**config.mk**
```make
export PLATFORM = sky130hd
export DESIGN_NAME = rxdma_pingpong
export DESIGN_NICKNAME = d
export VERILOG_FILES = /design/src/rtl/rxdma_pkg.sv /design/src/rtl/rxdma_buf.sv /design/src/rtl/rxdma_ssel_cap.sv /design/src/rtl/rxdma_pingpong.sv
export SDC_FILE = /design/constraint.sdc
export NUM_CORES = 1
export LEC_CHECK = 0
export ABC_AREA = 1
export BUFFER_PORTS_ARGS = -buffer_cell sky130_fd_sc_hd__clkbuf_2
export CAP_MARGIN = 5
export CORE_MARGIN = 2
export CORE_UTILIZATION = 35
export CTS_CLUSTER_DIAMETER = 200
export CTS_CLUSTER_SIZE = 14
export DETAILED_ROUTE_END_ITERATION = 8
export PLACE_DENSITY_LB_ADDON = 0.15
export SLEW_MARGIN = 40
export SYNTH_ARGS = -nofsm -noshare
export SYNTH_HDL_FRONTEND = slang
export SYNTH_SLANG_ARGS = --single-unit
```
**constraint.sdc**
```tcl
create_clock -name clk -period 1.6 [get_ports clk]
set_clock_uncertainty 0.05 [all_clocks]
set_input_delay 0.4 -clock clk [delete_from_list [all_inputs] [get_ports clk]]
set_output_delay 0.4 -clock clk [all_outputs]
set_load 0.01 [all_outputs]
```
**src/rtl/rxdma_pkg.sv**
```systemverilog
package rxdma_pkg;
  localparam int ST_W    = 32;
  localparam int P_RXACT = 0;
  localparam int P_TXACT = 2;
  localparam int P_OVF   = 4;
  localparam int P_PAR   = 6;
  localparam int P_FRM   = 8;
  localparam int P_CODE  = 10;
  localparam int CODE_W  = 3;
  localparam logic BUF_A = 1'b0;
  localparam logic BUF_B = 1'b1;
endpackage

```
**src/rtl/rxdma_buf.sv**
```systemverilog
module rxdma_buf #(
  parameter int LEN_W = 8
) (
  input  logic             clk,
  input  logic             rst_n,
  input  logic             clr,
  input  logic             load,
  input  logic [LEN_W-1:0] load_len,
  input  logic             take,
  input  logic             take_par,
  input  logic             take_frm,
  input  logic             ovf_set,
  output logic             active,
  output logic             last,
  output logic [LEN_W-1:0] cnt,
  output logic             par,
  output logic             frm,
  output logic             ovf
);
  logic [LEN_W-1:0] len_q;

  assign last = active && (cnt == len_q - 1'b1);

  always_ff @(posedge clk or negedge rst_n) begin
    if (!rst_n) begin
      len_q <= '0; cnt <= '0; active <= 1'b0;
      par <= 1'b0; frm <= 1'b0; ovf <= 1'b0;
    end else if (clr) begin
      len_q <= '0; cnt <= '0; active <= 1'b0;
      par <= 1'b0; frm <= 1'b0; ovf <= 1'b0;
    end else if (load) begin
      len_q  <= load_len;
      cnt    <= '0;
      active <= (load_len != '0);
      par <= 1'b0; frm <= 1'b0; ovf <= 1'b0;
    end else begin
      if (take) begin
        cnt <= cnt + 1'b1;
        if (last) active <= 1'b0;
        par <= par | take_par;
        frm <= frm | take_frm;
      end
      if (ovf_set) ovf <= 1'b1;
    end
  end

  AST_CNT_BELOW_LEN: assert property (@(posedge clk) disable iff (!rst_n)
    active |-> (cnt < len_q));

  AST_CNT_HOLDS_IDLE: assert property (@(posedge clk) disable iff (!rst_n)
    (!take && !load && !clr) |=> $stable(cnt));

  AST_PAR_RISE_ON_FLAG: assert property (@(posedge clk) disable iff (!rst_n)
    $rose(par) |-> $past(take && take_par));

  AST_FRM_RISE_ON_FLAG: assert property (@(posedge clk) disable iff (!rst_n)
    $rose(frm) |-> $past(take && take_frm));

  AST_LOAD_CLEARS: assert property (@(posedge clk) disable iff (!rst_n)
    load |=> (!par && !frm && !ovf));
endmodule

```
**src/rtl/rxdma_ssel_cap.sv**
```systemverilog
module rxdma_ssel_cap #(
  parameter int LEN_W = 8
) (
  input  logic             clk,
  input  logic             rst_n,
  input  logic             rx_rst,
  input  logic             clr_code,
  input  logic             ssel_n,
  input  logic             cur_buf,
  input  logic [LEN_W-1:0] cur_cnt,
  output logic [2:0]       code,
  output logic [LEN_W-1:0] saved
);
  logic ssel_q;
  logic deassert;

  assign deassert = ssel_n && !ssel_q;

  always_ff @(posedge clk or negedge rst_n) begin
    if (!rst_n) begin
      ssel_q <= 1'b1; code <= '0; saved <= '0;
    end else begin
      ssel_q <= ssel_n;
      if (rx_rst) begin
        code <= '0; saved <= '0;
      end else if (clr_code) begin
        code <= '0;
      end else if (deassert) begin
        saved <= cur_cnt;
        code  <= {(code != '0), 1'b1, cur_buf};
      end
    end
  end

  AST_CODE_LEGAL: assert property (@(posedge clk) disable iff (!rst_n)
    (code != 3'd1) && (code != 3'd4) && (code != 3'd5));

  AST_CODE_CLEARED: assert property (@(posedge clk) disable iff (!rst_n)
    (rx_rst || clr_code) |=> (code == '0));

  AST_SAVED_HELD_ON_LOAD: assert property (@(posedge clk) disable iff (!rst_n)
    (clr_code && !rx_rst) |=> $stable(saved));
endmodule

```
**src/rtl/rxdma_pingpong.sv**
```systemverilog
module rxdma_pingpong #(
  parameter int LEN_W  = 8,
  parameter int DATA_W = 8
) (
  input  logic              clk,
  input  logic              rst_n,
  input  logic              rx_rst,
  input  logic              ld_a,
  input  logic              ld_b,
  input  logic [LEN_W-1:0]  ld_len,
  input  logic [1:0]        tx_active,
  input  logic              fifo_valid,
  output logic              fifo_ready,
  input  logic [DATA_W-1:0] fifo_data,
  input  logic              fifo_par_err,
  input  logic              fifo_frm_err,
  input  logic              fifo_ovf,
  output logic              wr_valid,
  input  logic              wr_ready,
  output logic              wr_buf,
  output logic [LEN_W-1:0]  wr_idx,
  output logic [DATA_W-1:0] wr_data,
  input  logic              ssel_n,
  output logic [LEN_W-1:0]  saved_cnt,
  output logic [31:0]       status
);
  import rxdma_pkg::*;
  localparam int NBUF = 2;

  logic [NBUF-1:0]  act, lst, par, frm, ovf, take, load, ovf_set;
  logic [LEN_W-1:0] cnt [NBUF];
  logic             nxt_q, srv, armed, xfer, ovf_pend, ovf_hit;
  logic [2:0]       code;

  assign armed      = |act;
  assign srv        = act[nxt_q] ? nxt_q : (act[~nxt_q] ? ~nxt_q : nxt_q);
  assign fifo_ready = armed && wr_ready;
  assign wr_valid   = armed && fifo_valid;
  assign xfer       = fifo_valid && fifo_ready;
  assign wr_buf     = srv;
  assign wr_idx     = cnt[srv];
  assign wr_data    = fifo_data;
  assign ovf_hit    = ovf_pend && armed && !fifo_valid;

  assign load = {ld_b, ld_a};

  for (genvar g = 0; g < NBUF; g++) begin : g_buf
    assign take[g]    = xfer && (srv == g[0]);
    assign ovf_set[g] = ovf_hit && (srv == g[0]);
    rxdma_buf #(.LEN_W(LEN_W)) u_buf (
      .clk(clk), .rst_n(rst_n), .clr(rx_rst),
      .load(load[g]), .load_len(ld_len),
      .take(take[g]), .take_par(fifo_par_err), .take_frm(fifo_frm_err),
      .ovf_set(ovf_set[g]),
      .active(act[g]), .last(lst[g]), .cnt(cnt[g]),
      .par(par[g]), .frm(frm[g]), .ovf(ovf[g])
    );
  end

  always_ff @(posedge clk or negedge rst_n) begin
    if (!rst_n) begin
      nxt_q <= BUF_A; ovf_pend <= 1'b0;
    end else if (rx_rst) begin
      nxt_q <= BUF_A; ovf_pend <= 1'b0;
    end else begin
      if (xfer && lst[srv]) nxt_q <= ~srv;
      if (fifo_ovf)         ovf_pend <= 1'b1;
      else if (ovf_hit)     ovf_pend <= 1'b0;
    end
  end

  rxdma_ssel_cap #(.LEN_W(LEN_W)) u_cap (
    .clk(clk), .rst_n(rst_n), .rx_rst(rx_rst),
    .clr_code(ld_a || ld_b), .ssel_n(ssel_n),
    .cur_buf(srv), .cur_cnt(cnt[srv]),
    .code(code), .saved(saved_cnt)
  );

  always_comb begin
    status = '0;
    status[P_RXACT +: 2]      = act;
    status[P_TXACT +: 2]      = tx_active;
    status[P_OVF   +: 2]      = ovf;
    status[P_PAR   +: 2]      = par;
    status[P_FRM   +: 2]      = frm;
    status[P_CODE  +: CODE_W] = code;
  end

  AST_NO_MOVE_WHEN_STALLED: assert property (@(posedge clk) disable iff (!rst_n)
    (!fifo_ready && !ld_a && !ld_b && !rx_rst) |=> $stable(act));

  AST_RX_RST_CLEARS: assert property (@(posedge clk) disable iff (!rst_n)
    rx_rst |=> (status[12:4] == '0 && act == '0 && saved_cnt == '0));

  AST_NO_WRITE_UNARMED: assert property (@(posedge clk) disable iff (!rst_n)
    !armed |-> (!wr_valid && !fifo_ready));
endmodule

```
Yosys cells after proc, flatten, opt, wreduce, memory -nomap -nowiden
Cells that the tools add are included.
- add/sub/neg operators: 4
- $mul: 0
- div/mod/pow operators: 0
- $lt $le $gt $ge: 4
- eq/ne operators: 3
- shift operators: 0
- multiplexer cells: 58
- bitwise operators: 7
- reductions and logical operators: 34
- operators with widths (kind ; count):
    8-bit 2-to-1 mux ; 16
    1-bit 2-to-1 mux ; 39
    3-bit nonzero test ; 9
    8-bit by 1-bit adder with 8-bit output, second input constant ; 2
    8-bit == test ; 2
    8-bit by 1-bit subtractor with 8-bit output, second input constant ; 2
    1-bit logical AND ; 13
    3-bit 2-to-1 mux ; 3
    2-bit nonzero test ; 4
    8-bit nonzero test ; 1
    1-bit by 2-bit < comparator with 1-bit output, second input constant ; 3
    2-bit AND reduction ; 3
    1-bit bitwise OR ; 4
    2-bit greater-or-equal comparator, second input constant ; 1
    1-bit zero test ; 2
    2-bit inequality test, second input constant ; 1
    1-bit inverter ; 2
    1-bit inverter with 2-bit output ; 1
    2-bit OR reduction ; 1
    1-bit logical OR ; 1
- register bits after elaboration: 54
- latch bits: 0
- RAM bits: 0
- memory bits (read-only): 0
- logic and storage cells: 127
- memories kept: 0

Longest topological paths before layout
- word-level depth: 12
- depth in mapped cells: 14
- depth with buffers taken out: 14

Modules after synthesis
A second synthesis with hierarchy kept.
- cells, all modules: 479
- area total of the unflattened synthesis: 3423.3 um2
- by module, submodules not included (module ; times used ; cells each ; area an instance (um2) ; sequential area each (um2)):
    rxdma_buf ; 2 ; 168 ; 1201.2 ; 500.5
    rxdma_pingpong ; 1 ; 88 ; 515.5 ; 50.0
    rxdma_ssel_cap ; 1 ; 55 ; 505.5 ; 301.5

Least setup slack after synthesis
OpenSTA, ideal clock, no wires.
- path type: register to output
- start point: register g_buf[1].u_buf.active
- end point: output wr_idx[0]
- arrival time: 1221 ps
- path slack: -71 ps
- stages on the path, launching flop included: 8
- cell sequence: dfrtp_1 > nor2_1 > inv_1 > nand2_4 > buf_4 > buf_4 > o21ai_0 > inv_1
- longest elaborated chain between the ends: 8
- ends and longest elaborated chain (item ; line ; text):
    start: declaration ; rxdma_buf.sv:13 ; output logic active,
    start signal: assignment ; rxdma_buf.sv:34 ; active <= (load_len != '0);
    1-bit 2-to-1 mux (implied by the code) (2 in a row) ; rxdma_pingpong.sv:36 ; assign srv = act[nxt_q] ? nxt_q : (act[~nxt_q] ? ~nxt_q : nxt_q);
    1-bit 2-to-1 mux ; rxdma_pingpong.sv:36 ;
    1-bit 2-to-1 mux (*) ; rxdma_pingpong.sv:36 ;
    1-bit inverter with 2-bit output (implied by the code) (*) ; rxdma_pingpong.sv:41 ; assign wr_idx = cnt[srv];
    8-bit 2-to-1 mux (implied by the code) (*) (3 in a row) ; rxdma_pingpong.sv:41 ;
    end: declaration ; rxdma_pingpong.sv:21 ; output logic [LEN_W-1:0] wr_idx,
Every way passes the cells marked *; elsewhere a longest branch is shown, timed or not. The select of a mux whose other input is x is not followed.

Worst setup path after layout
- start point: register g_buf[1].u_buf.active
- end point: output wr_idx[4]
Same word-level chain as after synthesis.

==> results.txt <==
----------------------------------------------------
[Pwr]
  Combinational Power Share ... approximately 23%
  Relative contribution of sequential cells to total power ... between 40% and 50%
  Peak ir drop on the vdd network ... approximately 0.39 mV
  Share of total power in the clock network ... 28.1%
  Switching share of total power ... a little under a third
  Total power density per cell area ... just under 700 nW/µm²
  Standby leakage power ... about 2.1 nW
  Sw power ... roughly 0.93 mW
  Internal cell power ... between 2 and 2.5 mW

[Die]
  Chip height ... around 100 µm
  Row Count ... 36
  Number of I/O pins ... 88
  Overall die area ... 10,730 µm²
  Initial Utilization ... 35.85%
  Floorplan core area ... approximately 9700 µm²
  Die Span X ... between 100 and 150 µm

[Setup path]
  Worst Path Arrival ... between 1 and 1.5 ns
  Critical Path Sink Type ... primary output
  Startpoint of the most critical setup path ... g_buf[1].u_buf.active
  Critical path peak fanout ... 6
  Worst reg2reg path startpoint ... g_buf[1].u_buf.active
  Sort of element at the start of the critical path ... flop
  Data required time at the worst endpoint ... between 1 and 1.5 ns
  Kind of critical path ... flop to primary output

[Placed design]
  Number of buffers added on ports ... 48
  Hpwl dp ... a little under 8000 µm
  Final estimated routing congestion in global placement ... 0.8858
  Worst slack after detailed placement ... -0.1302 ns
  Placed cell count ... around 700

[Run]
  Count of max-cap constraint violations ... 0

[STA]
  Total negative setup slack ... -3.432 ns
  Final Hold Fails ... 0
  Least setup slack across all paths after layout ... -0.3008 ns
  Number of pins with negative max-slew slack in the final report ... 0
  F_max ... ~530 MHz
  Worst hold slack across all endpoints ... 0.1214 ns
  Setup-failing EPs final ... 28
  Period utilization ... 118.8%
  Unrepaired setup endpoints after global routing ... true
  Min cycle time layout ... between 1.5 and 2 ns

[Synthesis]
  Synth unique cells ... 30
  Syn_area_per_cell ... 6.986 µm²
  Number of flip-flops and latches in the synthesized netlist ... between 50 and 60
  Count of yosys warnings during synthesis ... 0
  Sequential cell area fraction in the yosys report ... 38.95%
  Syn Std Cell Area ... between 3000 and 4000 µm²
  Number of instances in the synthesized netlist ... 497

[Detailed routing]
  Residual antenna-violating net count after detailed routing ... 0
  Top Metal Used ... met4
  Number of violations reported at the end of detailed-routing iteration 0 ... between 150 and 200
  Routed length per placed instance ... roughly 14 µm
  Met3 wire len ... between 400 and 500 µm
  Post-route DRC violation count ... 0
  Met2 Routed Length ... ~4400 µm
  Routed vias/inst ... between 4 and 5
  Total wire length after detailed routing ... 10,020 µm
  M1 WL ... roughly 4900 µm
  Number of vias after detailed routing ... approximately 3.3k
  Length of the first detailed-routing pass in iterations ... 4

[CTS]
  Clock tree from TritonCTS ... yes
  Root Buffer Master ... sky130_fd_sc_hd__clkbuf_8
  Number of levels in the clock H-tree ... 2
  Buffer depth of the longest clock path ... 2
  Worst-skew pair later-pin latency ... 0.31 ns
  Clock transition time at the flip-flop clock pins of the worst setup and hold paths ... around 0.10 ns
  Total clock buffers created by CTS ... 5
  Number of sinks handled by clock tree synthesis ... 54

[Layout]
  Commonest non-fill, non-tap cells in the layout ... 135 x sky130_fd_sc_hd__nand2_1, 59 x sky130_fd_sc_hd__inv_1, 52 x sky130_fd_sc_hd__dfrtp_1, 48 x sky130_fd_sc_hd__nor2_1, 39 x sky130_fd_sc_hd__clkbuf_2
  Area growth, synth to finish ... 24.72%
  Most common library cell in the layout ignoring fill and taps ... sky130_fd_sc_hd__nand2_1
  Total inserted antenna cells ... 0
  Number of nets at the end of the flow ... 603
  Final cell count without fillers ... about 700
  Share of post-route cells with drive strength above 1 ... a little under a quarter
  Number of inserted filler cells in the final layout ... about 1.0k

[Global routing]
  Pin count of the biggest net entering global routing ... 21
  Vias in the first global route ... ~3.2k
  GR Overflow Total ... 0
  Antenna violations before repair ... 0
  Total track usage ... about a fifth
  First-pass GRT wire length ... 16,470 µm

[Worst hold path]
  HP Start ... ssel_n
  Class of the tightest hold or removal check ... primary input to flop

[Run status]
  Outcome ... finished with violations
  Violations in the final reports ... negative setup slack

----------------------------------------------------
synthesized netlist by cell type:
cell type / number / area share (%)
sky130_fd_sc_hd__ha_1: 4 / 1.4
sky130_fd_sc_hd__nand2_1: 140 / 15
sky130_fd_sc_hd__nand2b_1: 1 / 0.18
sky130_fd_sc_hd__dfstp_2: 1 / 0.76
sky130_fd_sc_hd__clkbuf_1: 2 / 0.22
sky130_fd_sc_hd__nor3_1: 6 / 0.86
sky130_fd_sc_hd__nand3_1: 38 / 5.5
sky130_fd_sc_hd__dfrtp_1: 53 / 38
sky130_fd_sc_hd__and2_1: 2 / 0.36
sky130_fd_sc_hd__nor4_1: 2 / 0.36
sky130_fd_sc_hd__buf_2: 3 / 0.43
sky130_fd_sc_hd__o31ai_1: 1 / 0.22
sky130_fd_sc_hd__nand4_1: 1 / 0.18
sky130_fd_sc_hd__nand3_4: 1 / 0.50
sky130_fd_sc_hd__nor2_1: 53 / 5.7
sky130_fd_sc_hd__buf_4: 39 / 8.4
sky130_fd_sc_hd__nand2_2: 4 / 0.72
sky130_fd_sc_hd__o22ai_1: 2 / 0.36
sky130_fd_sc_hd__nand2_4: 1 / 0.32
sky130_fd_sc_hd__o21ai_0: 43 / 6.2
sky130_fd_sc_hd__conb_1: 1 / 0.11
sky130_fd_sc_hd__xnor2_1: 3 / 0.76
sky130_fd_sc_hd__nor2_2: 3 / 0.54
sky130_fd_sc_hd__xor2_1: 6 / 1.5
sky130_fd_sc_hd__nor2_4: 1 / 0.32
sky130_fd_sc_hd__inv_1: 63 / 6.8
sky130_fd_sc_hd__nand3_2: 1 / 0.29
sky130_fd_sc_hd__a21oi_1: 20 / 2.9
sky130_fd_sc_hd__o21ai_4: 1 / 0.47
sky130_fd_sc_hd__a211oi_1: 1 / 0.22
sequential cells by signal, indices dropped and copies added, names as in the netlist:
name / count
g_buf.u_buf.active: 2
g_buf.u_buf.cnt: 16
g_buf.u_buf.frm: 2
g_buf.u_buf.len_q: 16
g_buf.u_buf.ovf: 2
g_buf.u_buf.par: 2
nxt_q: 1
ovf_pend: 1
u_cap.code: 3
u_cap.saved: 8
u_cap.ssel_q: 1
final cells by class:
type | instances | area [µm²] | share of cell area, %
multi-input combinational | 356 | 1837 | 42.42
inverter | 63 | 245.2 | 5.663
clock inverter | 1 | 8.758 | 0.2023
tap | 133 | 166.4 | 3.843
sequential | 54 | 1354 | 31.26
clock buffer | 7 | 86.33 | 1.994
timing repair buffer | 90 | 633.1 | 14.62
critical path, cell delays in order (launching register included):
cell and delay [ns]:
sky130_fd_sc_hd__dfrtp_1 0.42, sky130_fd_sc_hd__nor2_2 0.17, sky130_fd_sc_hd__inv_4 0.11, sky130_fd_sc_hd__nand2_8 0.11, sky130_fd_sc_hd__nand2_1 0.09, sky130_fd_sc_hd__o21ai_4 0.09
sky130_fd_sc_hd__buf_2 0.15
stage by stage:
step / util (%) / power, mW / instance area [µm²]
final: 44.72 / 2.947 / 4330
after global routing: 44.72 / 3.124 / 4330
after CTS: 43.17 / 2.955 / 4180
after detailed placement: 40.39 / 2.060 / 3911
after global placement: 40.39 / 2.057 / 3911
after floorplan: - / 1.880 / 3547
power by group through the flow:
| stage | Sequential [mW] | Combinational (mW) | Clock (mW) |
|---|---|---|---|
| after floorplan | 1.47 | 0.413 | 0 |
| after global placement | 1.47 | 0.582 | 0 |
| after detailed placement | 1.48 | 0.584 | 0 |
| after CTS | 1.45 | 0.641 | 0.863 |
| after global routing | 1.46 | 0.750 | 0.914 |
| final | 1.45 | 0.668 | 0.828 |
path summary, 6_finish.rpt:
check / endpoint / slack, ns / depth (start not counted)
worst max-delay path: wr_idx[4] / -0.30 / 6
min in group asynchronous: g_buf[0].u_buf.len_q[0] / 0.49 / 2
max in group asynchronous: u_cap.ssel_q / 0.51 / 3
worst min-delay path: u_cap.ssel_q / 0.12 / 1
worst max register to register: nxt_q / -0.17 / 12
worst min register to register: g_buf[1].u_buf.ovf / 0.46 / 2
cells by family (layout without fill, tap and decap cells):
group           count (synthesis)  count (layout)  synth area share, %
flops                          54              54                38.96
other cells                     1              19               0.1080
buf+inv                       107             161                15.89
xor+xnor                        9               9                2.270
simple gates                  254             256                30.99
compound gates                 68              68                10.34
fa+ha+maj                       4               4                1.441
timing repair:
| action | CTS | global route |
|---|---|---|
| pin swaps | 4 | 7 |
| setup buffers | 4 | 4 |
| hold buffers | 1 | 0 |
| hold endpoints to repair | 9 | 0 |
| cloned | 2 | 0 |
| resized for setup | 38 | 37 |
| setup endpoints to repair | 23 | 28 |
per-layer routing:
layer	track usage, %	vias up
met3	3.084	20
met4	6.081	0
li1	-	1661
met2	29.75	92
met1	27.41	1532
met5	0	-
No activity file was read; power rests on OpenSTA's default activity.
